<file path="src/rtl/evb_pkg.sv">
package evb_pkg;
  localparam int TOT_W = 4;
  localparam int TS_W  = 5;

  typedef enum logic [1:0] {S_IDLE, S_HDR, S_WORD, S_STOP} ser_st_e;
endpackage

</file>
<file path="src/rtl/evb_fifo.sv">
module evb_fifo #(
  parameter int DEPTH = 4,
  parameter int DW    = 17
) (
  input  logic          clk,
  input  logic          rst_n,
  input  logic          flush_i,
  input  logic          push_i,
  input  logic          pop_i,
  input  logic [DW-1:0] din_i,
  output logic [DW-1:0] dout_o,
  output logic          empty_o
);
  localparam int AW = $clog2(DEPTH);
  localparam int CW = $clog2(DEPTH + 1);
  localparam logic [AW-1:0] PTR_LAST = AW'(DEPTH - 1);
  localparam logic [CW-1:0] CNT_FULL = CW'(DEPTH);

  logic [DW-1:0] mem_q [DEPTH];
  logic [AW-1:0] wr_ptr_q, wr_ptr_n, rd_ptr_q, rd_ptr_n;
  logic [CW-1:0] cnt_q, cnt_n;
  logic          push_ok, pop_ok;

  // fullness is judged on the count before this cycle's pop
  assign push_ok = push_i && !flush_i && (cnt_q != CNT_FULL);
  assign pop_ok  = pop_i && !flush_i && (cnt_q != '0);
  assign empty_o = (cnt_q == '0);
  assign dout_o  = mem_q[rd_ptr_q];

  always_comb begin
    wr_ptr_n = wr_ptr_q;
    rd_ptr_n = rd_ptr_q;
    cnt_n    = cnt_q;
    if (flush_i) begin
      wr_ptr_n = '0;
      rd_ptr_n = '0;
      cnt_n    = '0;
    end else begin
      if (push_ok) wr_ptr_n = (wr_ptr_q == PTR_LAST) ? '0 : wr_ptr_q + AW'(1);
      if (pop_ok)  rd_ptr_n = (rd_ptr_q == PTR_LAST) ? '0 : rd_ptr_q + AW'(1);
      case ({push_ok, pop_ok})
        2'b10:   cnt_n = cnt_q + CW'(1);
        2'b01:   cnt_n = cnt_q - CW'(1);
        default: cnt_n = cnt_q;
      endcase
    end
  end

  always_ff @(posedge clk or negedge rst_n) begin
    if (!rst_n) begin
      wr_ptr_q <= '0;
      rd_ptr_q <= '0;
      cnt_q    <= '0;
    end else begin
      wr_ptr_q <= wr_ptr_n;
      rd_ptr_q <= rd_ptr_n;
      cnt_q    <= cnt_n;
    end
  end

  always_ff @(posedge clk) begin
    if (push_ok) mem_q[wr_ptr_q] <= din_i;
  end

  a_r2_count_bound: assert property (@(posedge clk) disable iff (!rst_n)
    cnt_q <= CNT_FULL);
  a_r2_full_drop: assert property (@(posedge clk) disable iff (!rst_n)
    (push_i && !pop_i && !flush_i && cnt_q == CNT_FULL) |=> (cnt_q == CNT_FULL) && $stable(wr_ptr_q));
  a_r5_flush_empties: assert property (@(posedge clk) disable iff (!rst_n)
    flush_i |=> empty_o);
  a_r3_no_pop_empty: assert property (@(posedge clk) disable iff (!rst_n)
    pop_i |-> !empty_o);
endmodule

</file>
<file path="src/rtl/evb_ser.sv">
module evb_ser
  import evb_pkg::*;
#(
  parameter int NCH  = 8,
  parameter int ID_W = 4
) (
  input  logic             clk,
  input  logic             rst_n,
  input  logic             abort_i,
  input  logic             load_i,
  input  logic [NCH-1:0]   hit_i,
  input  logic [TOT_W-1:0] tot_i,
  input  logic [TS_W-1:0]  ts_i,
  input  logic [ID_W-1:0]  id_i,
  output logic             vld_o,
  output logic             bit_o
);
  localparam int CH_W   = $clog2(NCH);
  localparam int HDR_W  = 1 + ID_W;
  localparam int WORD_W = 1 + CH_W + TOT_W + TS_W;
  localparam int SH_W   = (HDR_W > WORD_W) ? HDR_W : WORD_W;
  localparam int CNT_W  = $clog2(SH_W);
  localparam logic [CNT_W-1:0] HDR_LAST  = CNT_W'(HDR_W - 1);
  localparam logic [CNT_W-1:0] WORD_LAST = CNT_W'(WORD_W - 1);
  localparam logic [NCH-1:0]   ONE       = NCH'(1);

  ser_st_e          st_q, st_n;
  logic [CNT_W-1:0] cnt_q, cnt_n;
  logic [SH_W-1:0]  sh_q, sh_n;
  logic [NCH-1:0]   mask_q, mask_n, rem;
  logic [TOT_W-1:0] tot_q, tot_n;
  logic [TS_W-1:0]  ts_q, ts_n;
  logic [CH_W-1:0]  ch;
  logic [WORD_W-1:0] word;
  logic             last_bit;

  assign vld_o = (st_q != S_IDLE);
  assign bit_o = (st_q == S_HDR || st_q == S_WORD) ? sh_q[SH_W-1] : 1'b0;

  always_comb begin
    // channel of the word being sent is the lowest bit of mask_q
    rem = (st_q == S_WORD) ? (mask_q & (mask_q - ONE)) : mask_q;
    ch  = '0;
    for (int i = NCH - 1; i >= 0; i--) begin
      if (rem[i]) ch = CH_W'(i);
    end
    word     = {1'b1, ch, tot_q, ts_q};
    last_bit = (st_q == S_HDR && cnt_q == HDR_LAST) || (st_q == S_WORD && cnt_q == WORD_LAST);

    st_n   = st_q;
    cnt_n  = cnt_q;
    sh_n   = sh_q;
    mask_n = mask_q;
    tot_n  = tot_q;
    ts_n   = ts_q;
    case (st_q)
      S_IDLE: begin
        if (load_i) begin
          st_n   = S_HDR;
          cnt_n  = '0;
          sh_n   = SH_W'({1'b1, id_i}) << (SH_W - HDR_W);
          mask_n = hit_i;
          tot_n  = tot_i;
          ts_n   = ts_i;
        end
      end
      S_HDR, S_WORD: begin
        if (last_bit) begin
          cnt_n  = '0;
          mask_n = rem;
          if (rem != '0) begin
            st_n = S_WORD;
            sh_n = SH_W'(word) << (SH_W - WORD_W);
          end else begin
            st_n = S_STOP;
          end
        end else begin
          cnt_n = cnt_q + CNT_W'(1);
          sh_n  = sh_q << 1;
        end
      end
      default: st_n = S_IDLE;
    endcase
    if (abort_i) st_n = S_IDLE;
  end

  always_ff @(posedge clk or negedge rst_n) begin
    if (!rst_n) begin
      st_q   <= S_IDLE;
      cnt_q  <= '0;
      sh_q   <= '0;
      mask_q <= '0;
      tot_q  <= '0;
      ts_q   <= '0;
    end else begin
      st_q <= st_n;
      if (st_q != S_IDLE || load_i) begin
        cnt_q  <= cnt_n;
        sh_q   <= sh_n;
        mask_q <= mask_n;
        tot_q  <= tot_n;
        ts_q   <= ts_n;
      end
    end
  end

  a_r6_start_bit: assert property (@(posedge clk) disable iff (!rst_n)
    $rose(vld_o) |-> bit_o);
  a_r9_load_idle_only: assert property (@(posedge clk) disable iff (!rst_n)
    load_i |-> (st_q == S_IDLE));
  a_r6_stop_low: assert property (@(posedge clk) disable iff (!rst_n)
    (st_q == S_STOP) |-> !bit_o);
  a_r10_abort: assert property (@(posedge clk) disable iff (!rst_n)
    abort_i |=> !vld_o);
endmodule

</file>
<file path="src/rtl/evt_buf.sv">
module evt_buf
  import evb_pkg::*;
#(
  parameter int NCH   = 8,
  parameter int DEPTH = 4,
  parameter int ID_W  = 4
) (
  input  logic             clk,
  input  logic             rst_n,
  input  logic [ID_W-1:0]  chip_id_i,
  input  logic             trig_i,
  input  logic [NCH-1:0]   hit_i,
  input  logic [TOT_W-1:0] tot_i,
  input  logic [TS_W-1:0]  ts_i,
  input  logic             rd_i,
  input  logic             clr_i,
  input  logic             sync_i,
  output logic             ser_o,
  output logic             ser_vld_o
);
  localparam int DW = NCH + TOT_W + TS_W;

  logic          flush, start, empty;
  logic [DW-1:0] head;

  assign flush = clr_i || sync_i;
  assign start = rd_i && !flush && !ser_vld_o && !empty;

  evb_fifo #(.DEPTH(DEPTH), .DW(DW)) u_fifo (
    .clk     (clk),
    .rst_n   (rst_n),
    .flush_i (flush),
    .push_i  (trig_i),
    .pop_i   (start),
    .din_i   ({hit_i, tot_i, ts_i}),
    .dout_o  (head),
    .empty_o (empty)
  );

  evb_ser #(.NCH(NCH), .ID_W(ID_W)) u_ser (
    .clk     (clk),
    .rst_n   (rst_n),
    .abort_i (sync_i),
    .load_i  (start),
    .hit_i   (head[DW-1 -: NCH]),
    .tot_i   (head[TS_W +: TOT_W]),
    .ts_i    (head[TS_W-1:0]),
    .id_i    (chip_id_i),
    .vld_o   (ser_vld_o),
    .bit_o   (ser_o)
  );

  a_r3_empty_read_silent: assert property (@(posedge clk) disable iff (!rst_n)
    (rd_i && empty && !ser_vld_o) |=> !ser_vld_o);
  a_r6_read_starts: assert property (@(posedge clk) disable iff (!rst_n)
    start |=> ser_vld_o && ser_o);
  a_r1_reset_idle: assert property (@(posedge clk)
    !rst_n |-> !ser_vld_o);
endmodule

</file>
<file path="config.mk">
export PLATFORM = sky130hd
export DESIGN_NAME = evt_buf
export DESIGN_NICKNAME = d
export VERILOG_FILES = /design/src/rtl/evb_pkg.sv /design/src/rtl/evb_fifo.sv /design/src/rtl/evb_ser.sv /design/src/rtl/evt_buf.sv
export SDC_FILE = /design/constraint.sdc
export NUM_CORES = 1
export LEC_CHECK = 0
export BUFFER_PORTS_ARGS = -buffer_cell sky130_fd_sc_hd__buf_4
export CORE_MARGIN = 2
export CORE_UTILIZATION = 45
export DETAILED_ROUTE_END_ITERATION = 7
export GPL_TIMING_DRIVEN = 0
export SKIP_LAST_GASP = 1
export SLEW_MARGIN = 15
export SYNTH_ARGS = -nofsm -noshare
export SYNTH_HDL_FRONTEND = slang
export SYNTH_HIERARCHICAL = 1
export SYNTH_SLANG_ARGS = --single-unit
</file>
<file path="constraint.sdc">
create_clock -name clk -period 3.4 [get_ports clk]
set_input_delay 0.34 -clock clk [delete_from_list [all_inputs] [get_ports clk]]
set_output_delay 0.34 -clock clk [all_outputs]
set_load 0.005 [all_outputs]
</file>
; ---- Yosys cells after proc, flatten, opt, wreduce, memory -nomap -nowiden
; Memory sizes are Yosys's and may differ from the RTL's.
; Cells that the tools add are included.
[totals]
reg_bits = 43
ram_bits = 68
inputBits = 27
output_inout_bits = 2
elab_cells = 97
mem_count = 1
[op_classes]
addsub = 6
n_eq_ne = 14
muxes = 35
n_bitwise = 1
n_reduce_logical = 31
[memory_table]
columns = name, words, word_bits, rd, rd_clocked_by_memory_dff, write_ports, line_no
row1 = u_fifo.mem_q, 4, 17, 1, 0, 1, evb_fifo.sv:19  ; logic [DW-1:0] mem_q [DEPTH];
[ops]
columns = cell, n
row1 = 2-to-1 mux 13 bit, 3
row2 = 2-to-1 mux 3 bit, 9
row3 = one-hot mux 13 bit (2 select lines), 1
row4 = 2-to-1 mux 8 bit, 3
row5 = 2-to-1 mux 2 bit, 9
row6 = one-hot mux 8 bit (2 select lines), 1
row7 = logical AND 1 bit, 9
row8 = inequality test 3 bit (second input constant), 3
row9 = AND 8 bit, 1
row10 = == test 2 bit (second input constant), 4
row11 = 2-to-1 mux 4 bit, 2
row12 = one-hot mux 4 bit (2 select lines), 1
row13 = AND reduction 4 bit, 2
row14 = nonzero test 2 bit, 4
row15 = nonzero test 8 bit, 1
row16 = subtractor 8 x 1 -> 8 bit (second input constant), 1
row17 = one-hot mux 3 bit (2 select lines), 1
row18 = AND reduction 3 bit, 2
row19 = nonzero test 3 bit, 2
row20 = adder 2 x 1 -> 2 bit (second input constant), 2
row21 = adder 4 x 1 -> 4 bit (second input constant), 1
row22 = == test 2 x 1 -> 1 bit (second input constant), 2
row23 = == test 4 x 3 -> 1 bit (second input constant), 1
row24 = == test 4 bit (second input constant), 1
row25 = 13 further kinds, 21

; ---- Longest topological paths before layout
; Gate-level depths: netlist of the first run.
[depth]
ltp_word = 14
mapped_depth = 12

; ---- Hierarchy
; The synthesis of the first run kept the hierarchy.
[by_module_without_submodules]
columns = module, n_inst, cells_per_inst, area_per_inst_um2, seq_area_each_um2
row1 = evb_fifo, 1, 154, 3106.7, 2217.1
row2 = evb_ser, 1, 225, 2164.6, 900.9
row3 = evt_buf, 1, 2, 23.8, 0.0

; ---- Worst setup path after synthesis of the first run
; OpenSTA, ideal clock, no wires.
[synth_path]
path_type = reg2reg
start = register u_ser.st_q[0]
end = register u_fifo.cnt_q[2]
arrival_ps = 2426
setup_slack_ps = 850
stages_incl_launch_ff = 13
period_less_slack_ps = 2550
path_cell_list = dfrtp_1 > inv_1 > ha_1 > inv_1 > nor4b_2 > buf_4 > nor3b_4 > nor2b_1 > fa_1 > nor2b_1 > xor2_1 > o21ai_0 > a21oi_1
[synth_via]
elab_chain_cells = 9
elab_cells_between_ends = 11
cone_classes = 2 x eq/ne / 2 x mux / 7 x reduce/logical
[synth_lines]
columns = element, line_no
row1 = "start, declared", evb_ser.sv:27  ; ser_st_e st_q, st_n;
row2 = "start signal, assigned", evb_ser.sv:96  ; st_q <= st_n;
row3 = nonzero test 2 bit *, evb_ser.sv:37  ; assign vld_o = (st_q != S_IDLE);
row4 = net ser_vld_o, evt_buf.sv:19  ; output logic ser_vld_o
row5 = zero test 1 bit *, evt_buf.sv:27  ; assign start = rd_i && !flush && !ser_vld_o && !empty;
row6 = logical AND 1 bit * (2 in a row), evt_buf.sv:27
row7 = net start, evt_buf.sv:23  ; logic flush, start, empty;
row8 = logical AND 1 bit * (2 in a row), evb_fifo.sv:26  ; assign pop_ok = pop_i && !flush_i && (cnt_q != '0);
row9 = == test 2 x 1 -> 1 bit / == test 2 bit (equally long branches), evb_fifo.sv:41  ; case ({push_ok, pop_ok})
row10 = one-hot mux 3 bit (2 select lines), evb_fifo.sv:41
row11 = 2-to-1 mux 3 bit, evb_fifo.sv:34  ; if (flush_i) begin
row12 = "end signal, assigned", evb_fifo.sv:57  ; cnt_q <= cnt_n;
row13 = "end, declared", evb_fifo.sv:21  ; logic [CW-1:0] cnt_q, cnt_n;
; Mark *: on every way through the listed nets, which the timed path passes. The rest lies on a longest branch.
; A chain may end at the register's enable or synchronous reset.

; ---- Final worst setup path of the first run
[layout_path]
start = register u_ser.st_q[0]
end = register u_fifo.cnt_q[2]
[layout_via]
elab_chain_cells = 9
elab_cells_between_ends = 11
cone_classes = 2 x eq/ne / 2 x mux / 7 x reduce/logical
[layout_lines]
columns = element, line_no
row1 = nonzero test 2 bit *, evb_ser.sv:37
row2 = zero test 1 bit *, evt_buf.sv:27
row3 = logical AND 1 bit * (2 in a row), evt_buf.sv:27
row4 = net start, evt_buf.sv:23
row5 = logical AND 1 bit * (2 in a row), evb_fifo.sv:26
row6 = == test 2 x 1 -> 1 bit / == test 2 bit (equally long branches), evb_fifo.sv:41
row7 = one-hot mux 3 bit (2 select lines), evb_fifo.sv:41
row8 = 2-to-1 mux 3 bit, evb_fifo.sv:34
; Marks and branches as above.

==> flow_metrics.py, run 1 <==
metrics = {
    "run_status": {
        "status": "finished, violations left",
        "violations": "hold timing",
    },
    "timing": {
        "hold_viol_final": 21,
        "slew_viol_final": 0,
        "finClkSkew_ns": 0.00623,
        "worstMarginPinSlew_ns": 0.951,
        "finalSetupTns_ns": 0,
        "maxSlewHeadroom_pct": 36.6,
        "rsz0062_at_grt": "no",
        "timing.fmax_mhz": 341,
        "fin_crit_ns": 2.93,
        "finalSetupViolCount": 0,
        "fin_crit_sh_pct": 86.2,
        "hold_ws_ns": -0.0246,
    },
    "clocking": {
        "clock_path_buffers": 2,
        "clock_latency_ns": 0.34,
        "clkTransAtPathRegs_ns": 0.07,
        "postCtsSetupBuffers": 0,
        "htree_levels": 3,
        "cts_buffers": 9,
        "cts_resized": 0,
        "cts_hold_buf": 0,
        "cts_tree": "done",
        "cts_sinks": 111,
        "cts_root_buffer": "clkbuf_16",
    },
    "floorplanning": {
        "die_area_sq_mm": 0.0127,
        "fp-row-count": 39,
        "die_w_um": 112,
        "coreArea_sq_mm": 0.0115,
        "initial_core_util_pct": 46.2,
        "die_y_um": 112,
        "num_io_pins": 29,
    },
    "logic_synthesis": {
        "synth_edf_count": 68,
        "ys_seq_area_share_pct": 58.9,
        "syn-cell-area_sq_mm": 0.00530,
        "yosys.area.top_type": "edfxtp_1",
        "syn_nets": 420,
        "ys_types": 60,
        "synthTopCellsByCount": "68 x edfxtp_1, 43 x dfrtp_1, 37 x nand2_1",
        "yosys.area_share.simple_pct": 9.57,
        "ys.flop_type": "edfxtp_1",
        "yosysTopAreaCellShare_pct": 38.6,
        "synth-compound-area-share_pct": 10.3,
        "netlist_instances": 381,
        "synth_adder_area_share_pct": 2.98,
        "synth-xor-area-share_pct": 0.496,
        "ys_warn_count": 6,
        "synth.most_common_cell": "edfxtp_1",
        "muxShareOfSynthArea_pct": 13.9,
        "syn_avg_cell_area_sq_um": 13.9,
        "synth-seq-cells": 111,
        "synth_top_family_by_area": "multiplexers",
        "synthTopCellsByArea": "edfxtp_1 39%, dfrtp_1 20%, mux4_1 4.5%",
        "async_flop_share_pct": 38.7,
    },
    "worst_setup_path": {
        "rrSetupSlack_ns": 0.47,
        "cp.arrival_ns": 3.16,
        "end_kind": "flop",
        "crit_required_ns": 3.63,
        "critPathKind": "flop to flop",
        "cp_max_fo": 10,
        "path_cells": "inv_1 -> ha_1 -> inv_1 -> nor4b_2 -> buf_4 -> nor3b_4 -> nor2b_1 -> fa_1 -> nor2b_1 -> xor2_1 -> o21ai_0 -> a21oi_1",
        "start_kind": "flop",
        "slowest_delay_ns": 0.54,
        "slowest_stage": "nor4b_2",
        "crit_family": "simple AND/OR/NAND/NOR gates",
        "crit_buf_inv": 3,
    },
    "power_and_ir_drop": {
        "p_sw_w": 0.000743,
        "power_frac_comb_pct": 11.7,
        "max-vdd-ir-drop_v": 0.000333,
        "power_frac_seq_pct": 52.3,
        "p_sw_share_pct": 24.6,
        "p_int_w": 0.00227,
        "power_density_mw_per_mm2": 504,
        "pwr-share-clk_pct": 36.0,
        "p_leak_nw": 2.24,
    },
    "global_routing": {
        "grt_overflow_total": 0,
        "grt_pass1_wl_um": 16500,
        "grt_pass1_vias": 3159,
        "grt_antenna_before_repair": 0,
        "grt_max_degree": 44,
        "grtUsageTotal_pct": 16.6,
    },
    "detailed_routing": {
        "routed_wl_um": 9830,
        "detail_route.iter0.violations": 137,
        "num_vias": 3100,
        "viasPerCell": 5.47,
        "wl_per_cell_um": 17.3,
        "drc": 0,
        "firstDrtPassIters": 4,
        "route.antenna.remaining_nets": 0,
    },
    "min_path": {
        "hold_class": "input pin to asynchronous set/reset pin",
    },
    "layout": {
        "multi_input_area_sq_mm": 0.00198,
        "fin_util_pct": 52.2,
        "fillers": 973,
        "seqCellArea_sq_mm": 0.00312,
        "layout-drive-gt1-share_pct": 21.9,
        "layout.nets": 458,
        "synthToLayoutAreaGrowth_pct": 13.1,
        "antennaDiodeCount": 0,
    },
    "placement": {
        "hpwl_um": 6720,
        "place_congestion": 0.802,
        "port_buffers": 27,
    },
    "run": {
        "maxCapViolCount": 0,
    },
}
metrics by stage:
stage	hold slack [ns]	instance area [sq um]	worst slack (ns)	cells	total power, W
final	-0.0246	5990	0.469	567	0.00302
after CTS	0.00647	5990	0.471	567	0.00305
after global routing	0.0341	5990	0.130	567	0.00316
after floorplan	0.0444	5300	0.850	381	0.00185
after detailed placement	0.375	5680	0.480	551	0.00196
after global placement	0.377	5680	0.501	551	0.00194
cell families (layout without fill, tap and decap cells):
group / count (synthesis) / in the layout
simple gates: 99 / 99
flops: 111 / 111
xor+xnor: 3 / 3
compound gates: 77 / 77
mux: 44 / 44
buf+inv: 35 / 78
fa+ha+maj: 12 / 12
worst reg2reg max path: stages, from the launching register on:
cell and delay [ns]:
dfrtp_1 0.42, inv_1 0.11, ha_1 0.24, inv_1 0.11, nor4b_2 0.54, buf_4 0.26, nor3b_4 0.30, nor2b_1 0.20
fa_1 0.22, nor2b_1 0.08, xor2_1 0.14, o21ai_0 0.16, a21oi_1 0.06
placed cells by master, fill, tap and decap left out, types with 8 or more instances in the layout:
cell	Yosys	layout
clkbuf_1	10	10
ha_1	11	11
dfrtp_1	43	43
mux2_2	13	13
mux4_2	8	8
mux4_1	9	9
nand2_1	37	37
a21oi_1	18	18
edfxtp_1	68	68
inv_1	12	12
buf_4	5	32
clkbuf_16	0	9
o21ai_0	20	20
nor2_1	22	22
cell type report:
| type | instances | share of cell area, % |
|---|---|---|
| flip-flops and latches | 111 | 52.1 |
| inverters | 12 | 0.752 |
| multi-input cells | 235 | 33.0 |
| clock buffers | 9 | 3.76 |
| clock inverters | 7 | 1.46 |
| well taps | 143 | 2.99 |
| repair buffers | 27 | 3.38 |
| plain buffers | 23 | 2.59 |
path summary, 6_finish.rpt:
| kind | startpoint | end | depth (start not counted) |
|---|---|---|---|
| setup / recovery | u_ser/st_q[0] | u_fifo/cnt_q[2] | 12 |
| hold / removal | rst_n | u_ser/mask_q[7] | 1 |
| setup reg to reg | u_ser/st_q[0] | u_fifo/cnt_q[2] | 12 |
| hold reg to reg | u_ser/sh_q[6] | u_ser/sh_q[6] | 1 |
| max in group asynchronous | rst_n | u_ser/tot_q[3] | 1 |
| min in group clk | sync_i | u_ser/st_q[0] | 2 |
routing by layer:
metal	global-route usage, %	vias up	routed length [um]
met1	24.1	1542	4810
met3	3.67	4	329
met4	3.66	0	78
li1	-	1498	-
met2	26.1	56	4610
met5	0	-	0
registers in the layout, summed over array words and instances, names as in the netlist, 3 cells and up:
signal	count
u_fifo/cnt_q	3
u_fifo/mem_q	68
u_ser/cnt_q	4
u_ser/mask_q	8
u_ser/sh_q	13
u_ser/tot_q	4
u_ser/ts_q	5
power by group through the flow:
stage	Sequential [W]	Combinational (W)	Clock [W]
finish	0.00158	0.000353	0.00109
global route	0.00159	0.000394	0.00118
CTS	0.00158	0.000355	0.00111
detailed placement	0.00161	0.000353	0
global placement	0.00160	0.000343	0
floorplan	0.00159	0.000258	0
Power figures use the tool's default switching activity.
==> inputs of run 2 (changes only) <==
- CAP_MARGIN: default -> 20
- CORE_UTILIZATION: 45 -> 52
- PLACE_DENSITY: default -> 0.7
==> run 2 against run 1 <==
The run now ends clean. Sequential share of layout area up 0.91 points. Setup slack worse by 0.031 ns. Combinational power up 2%. Worst hold slack better by 0.15 ns. Die area down 13%. Critical path type unchanged. Critical endpoint unchanged. Largest power group unchanged.
==> flow_metrics.py, run 2 (synthesis gave the netlist of run 1 again) <==
metrics = {
    "run_status": {
        "status": "finished, final reports clean",
    },
    "detailed_routing": {
        "routed_wl_um": 9740,
        "drc": 0,
        "num_vias": 3144,
        "wl_per_cell_um": 17.5,
        "met3_length_um": 287,
        "route.antenna.remaining_nets": 0,
        "top_layer": "met4",
        "firstDrtPassIters": 4,
        "wl_met2_um": 4770,
        "wl_met1_um": 4580,
        "viasPerCell": 5.63,
        "detail_route.iter0.violations": 185,
    },
    "worst_setup_path": {
        "end_kind": "flop",
        "start_kind": "flop",
        "cp_max_fo": 10,
        "critPathKind": "flop to flop",
        "reg2reg_depth": 12,
        "r2r_end": "u_fifo/cnt_q[2]",
        "rrSetupSlack_ns": 0.44,
        "cp.arrival_ns": 3.22,
        "worst_r2r_startpoint": "u_ser/st_q[0]",
        "crit_required_ns": 3.66,
    },
    "layout": {
        "antennaDiodeCount": 0,
        "layout-drive-gt1-share_pct": 21.9,
        "layout.nets": 459,
        "final_cell_mix": "68 x edfxtp_1, 43 x dfrtp_1, 37 x nand2_1, 32 x buf_4, 22 x nor2_1",
        "finalNonFillerCells": 558,
        "mostFrequentLayoutCell": "edfxtp_1",
        "top_register": "u_fifo/mem_q",
        "largest_reg_flops": 68,
        "synthToLayoutAreaGrowth_pct": 11.2,
        "reg_top3": "u_fifo/mem_q: 68 flops, u_ser/sh_q: 13 flops, u_ser/mask_q: 8 flops",
    },
    "min_path": {
        "min_path_cells": 2,
        "worstHoldStart": "sync_i",
        "holdPathEnd": "u_ser/st_q[0]",
        "hold_class": "input pin to flop",
    },
    "timing": {
        "maxSlewHeadroom_pct": 37.0,
        "rsz0062_at_grt": "no",
        "layout_setup_ws_ns": 0.439,
        "fin_crit_ns": 2.96,
        "finClkSkew_ns": 0.0127,
        "timing.fmax_mhz": 338,
        "finalSetupViolCount": 0,
        "hold_viol_final": 0,
        "worstMarginPinSlew_ns": 0.945,
        "fin_crit_sh_pct": 87.1,
        "finalSetupTns_ns": 0,
        "slew_viol_final": 0,
    },
    "clocking": {
        "cts_tree": "done",
        "htree_levels": 3,
        "cts_buffers": 9,
        "cts_root_buffer": "clkbuf_8",
        "clock_path_buffers": 2,
        "cts_sinks": 111,
        "clkTransAtPathRegs_ns": 0.11,
        "clock_latency_ns": 0.37,
        "cts_resized": 0,
    },
    "global_routing": {
        "grt_antenna_before_repair": 0,
        "grtUsageTotal_pct": 19.1,
        "grt_overflow_total": 0,
        "grt_pass1_vias": 3230,
        "grt_pass1_wl_um": 16400,
        "grt_max_degree": 44,
    },
    "run": {
        "maxCapViolCount": 0,
    },
    "placement": {
        "pre_cts_ws_ns": 0.461,
        "port_buffers": 27,
        "place_congestion": 0.850,
        "hpwl_um": 6570,
        "dp_cells": 541,
    },
    "floorplanning": {
        "die_area_sq_mm": 0.0110,
        "num_io_pins": 29,
        "initial_core_util_pct": 53.9,
        "fp-row-count": 36,
        "die_y_um": 105,
        "coreArea_sq_mm": 0.00982,
        "die_w_um": 105,
    },
    "power_and_ir_drop": {
        "max-vdd-ir-drop_v": 0.000489,
        "p_leak_nw": 2.20,
        "power_density_mw_per_mm2": 468,
    },
}
-- run 2: worst max-delay path: stages (launching register included) --
cell     delay (ns)
dfrtp_1        0.43
inv_1          0.11
ha_1           0.25
inv_1          0.11
nor4b_2        0.56
buf_4          0.27
nor3b_4        0.28
nor2b_1        0.20
fa_1           0.22
nor2b_1        0.08
xor2_1         0.14
o21ai_0        0.14
a21oi_1        0.06
-- run 2: how the worst max path moves through the flow --
| stage | from | endpoint | slack (ns) | depth (start not counted) |
|---|---|---|---|---|
| finish | u_ser/st_q[0] | u_fifo/cnt_q[2] | 0.44 | 12 |
| global placement | u_ser/st_q[0] | u_fifo/cnt_q[2] | 0.53 | 12 |
| CTS | u_ser/st_q[0] | u_fifo/cnt_q[2] | 0.43 | 12 |
| floorplan | u_ser/st_q[0] | u_fifo/cnt_q[2] | 0.85 | 12 |
| global route | u_ser/st_q[0] | u_fifo/cnt_q[2] | 0.13 | 12 |
| detailed placement | u_ser/st_q[0] | u_fifo/cnt_q[2] | 0.46 | 12 |
-- run 2: routing by layer --
metal  up-vias  global-route usage [%]
li1       1507                       -
met4         0                    3.71
met1      1585                    26.6
met5         -                       0
met2        45                    30.9
met3         7                    4.62
-- run 2: power breakdown --
part | leakage [nW] | switching (W) | total, W | internal, W
registers | 1.17 | 0.0000533 | 0.00158 | 0.00152
clock network | 0.104 | 0.000459 | 0.000815 | 0.000356
logic | 0.918 | 0.000199 | 0.000361 | 0.000162
-- run 2: timing repair --
action | CTS | global route
hold buffers | 1 | 0
hold endpoints to repair | 43 | 0
endpoints found under the setup margin | 0 | 0
setup buffers | 0 | 0
-- run 2: metrics by stage --
stage                     power, W  hold WS [ns]  util (%)  cell area [sq um]
final                      0.00275         0.126      60.0               5890
after global routing       0.00288         0.112      60.0               5890
after CTS                  0.00278         0.112      60.0               5890
after detailed placement   0.00196         0.378      57.7               5660
after global placement     0.00194         0.374      57.7               5660
after floorplan            0.00185        0.0444         -               5300
-- run 2: final cells by class --
cell class,instances,area (sq um)
buffer,23,155
clock buffer,9,124
clock inverter,7,88.8
fill,800,3930
inverter,12,45.0
multi-input combinational,235,1980
sequential,111,3120
tap,133,166
timing repair buffer,28,213
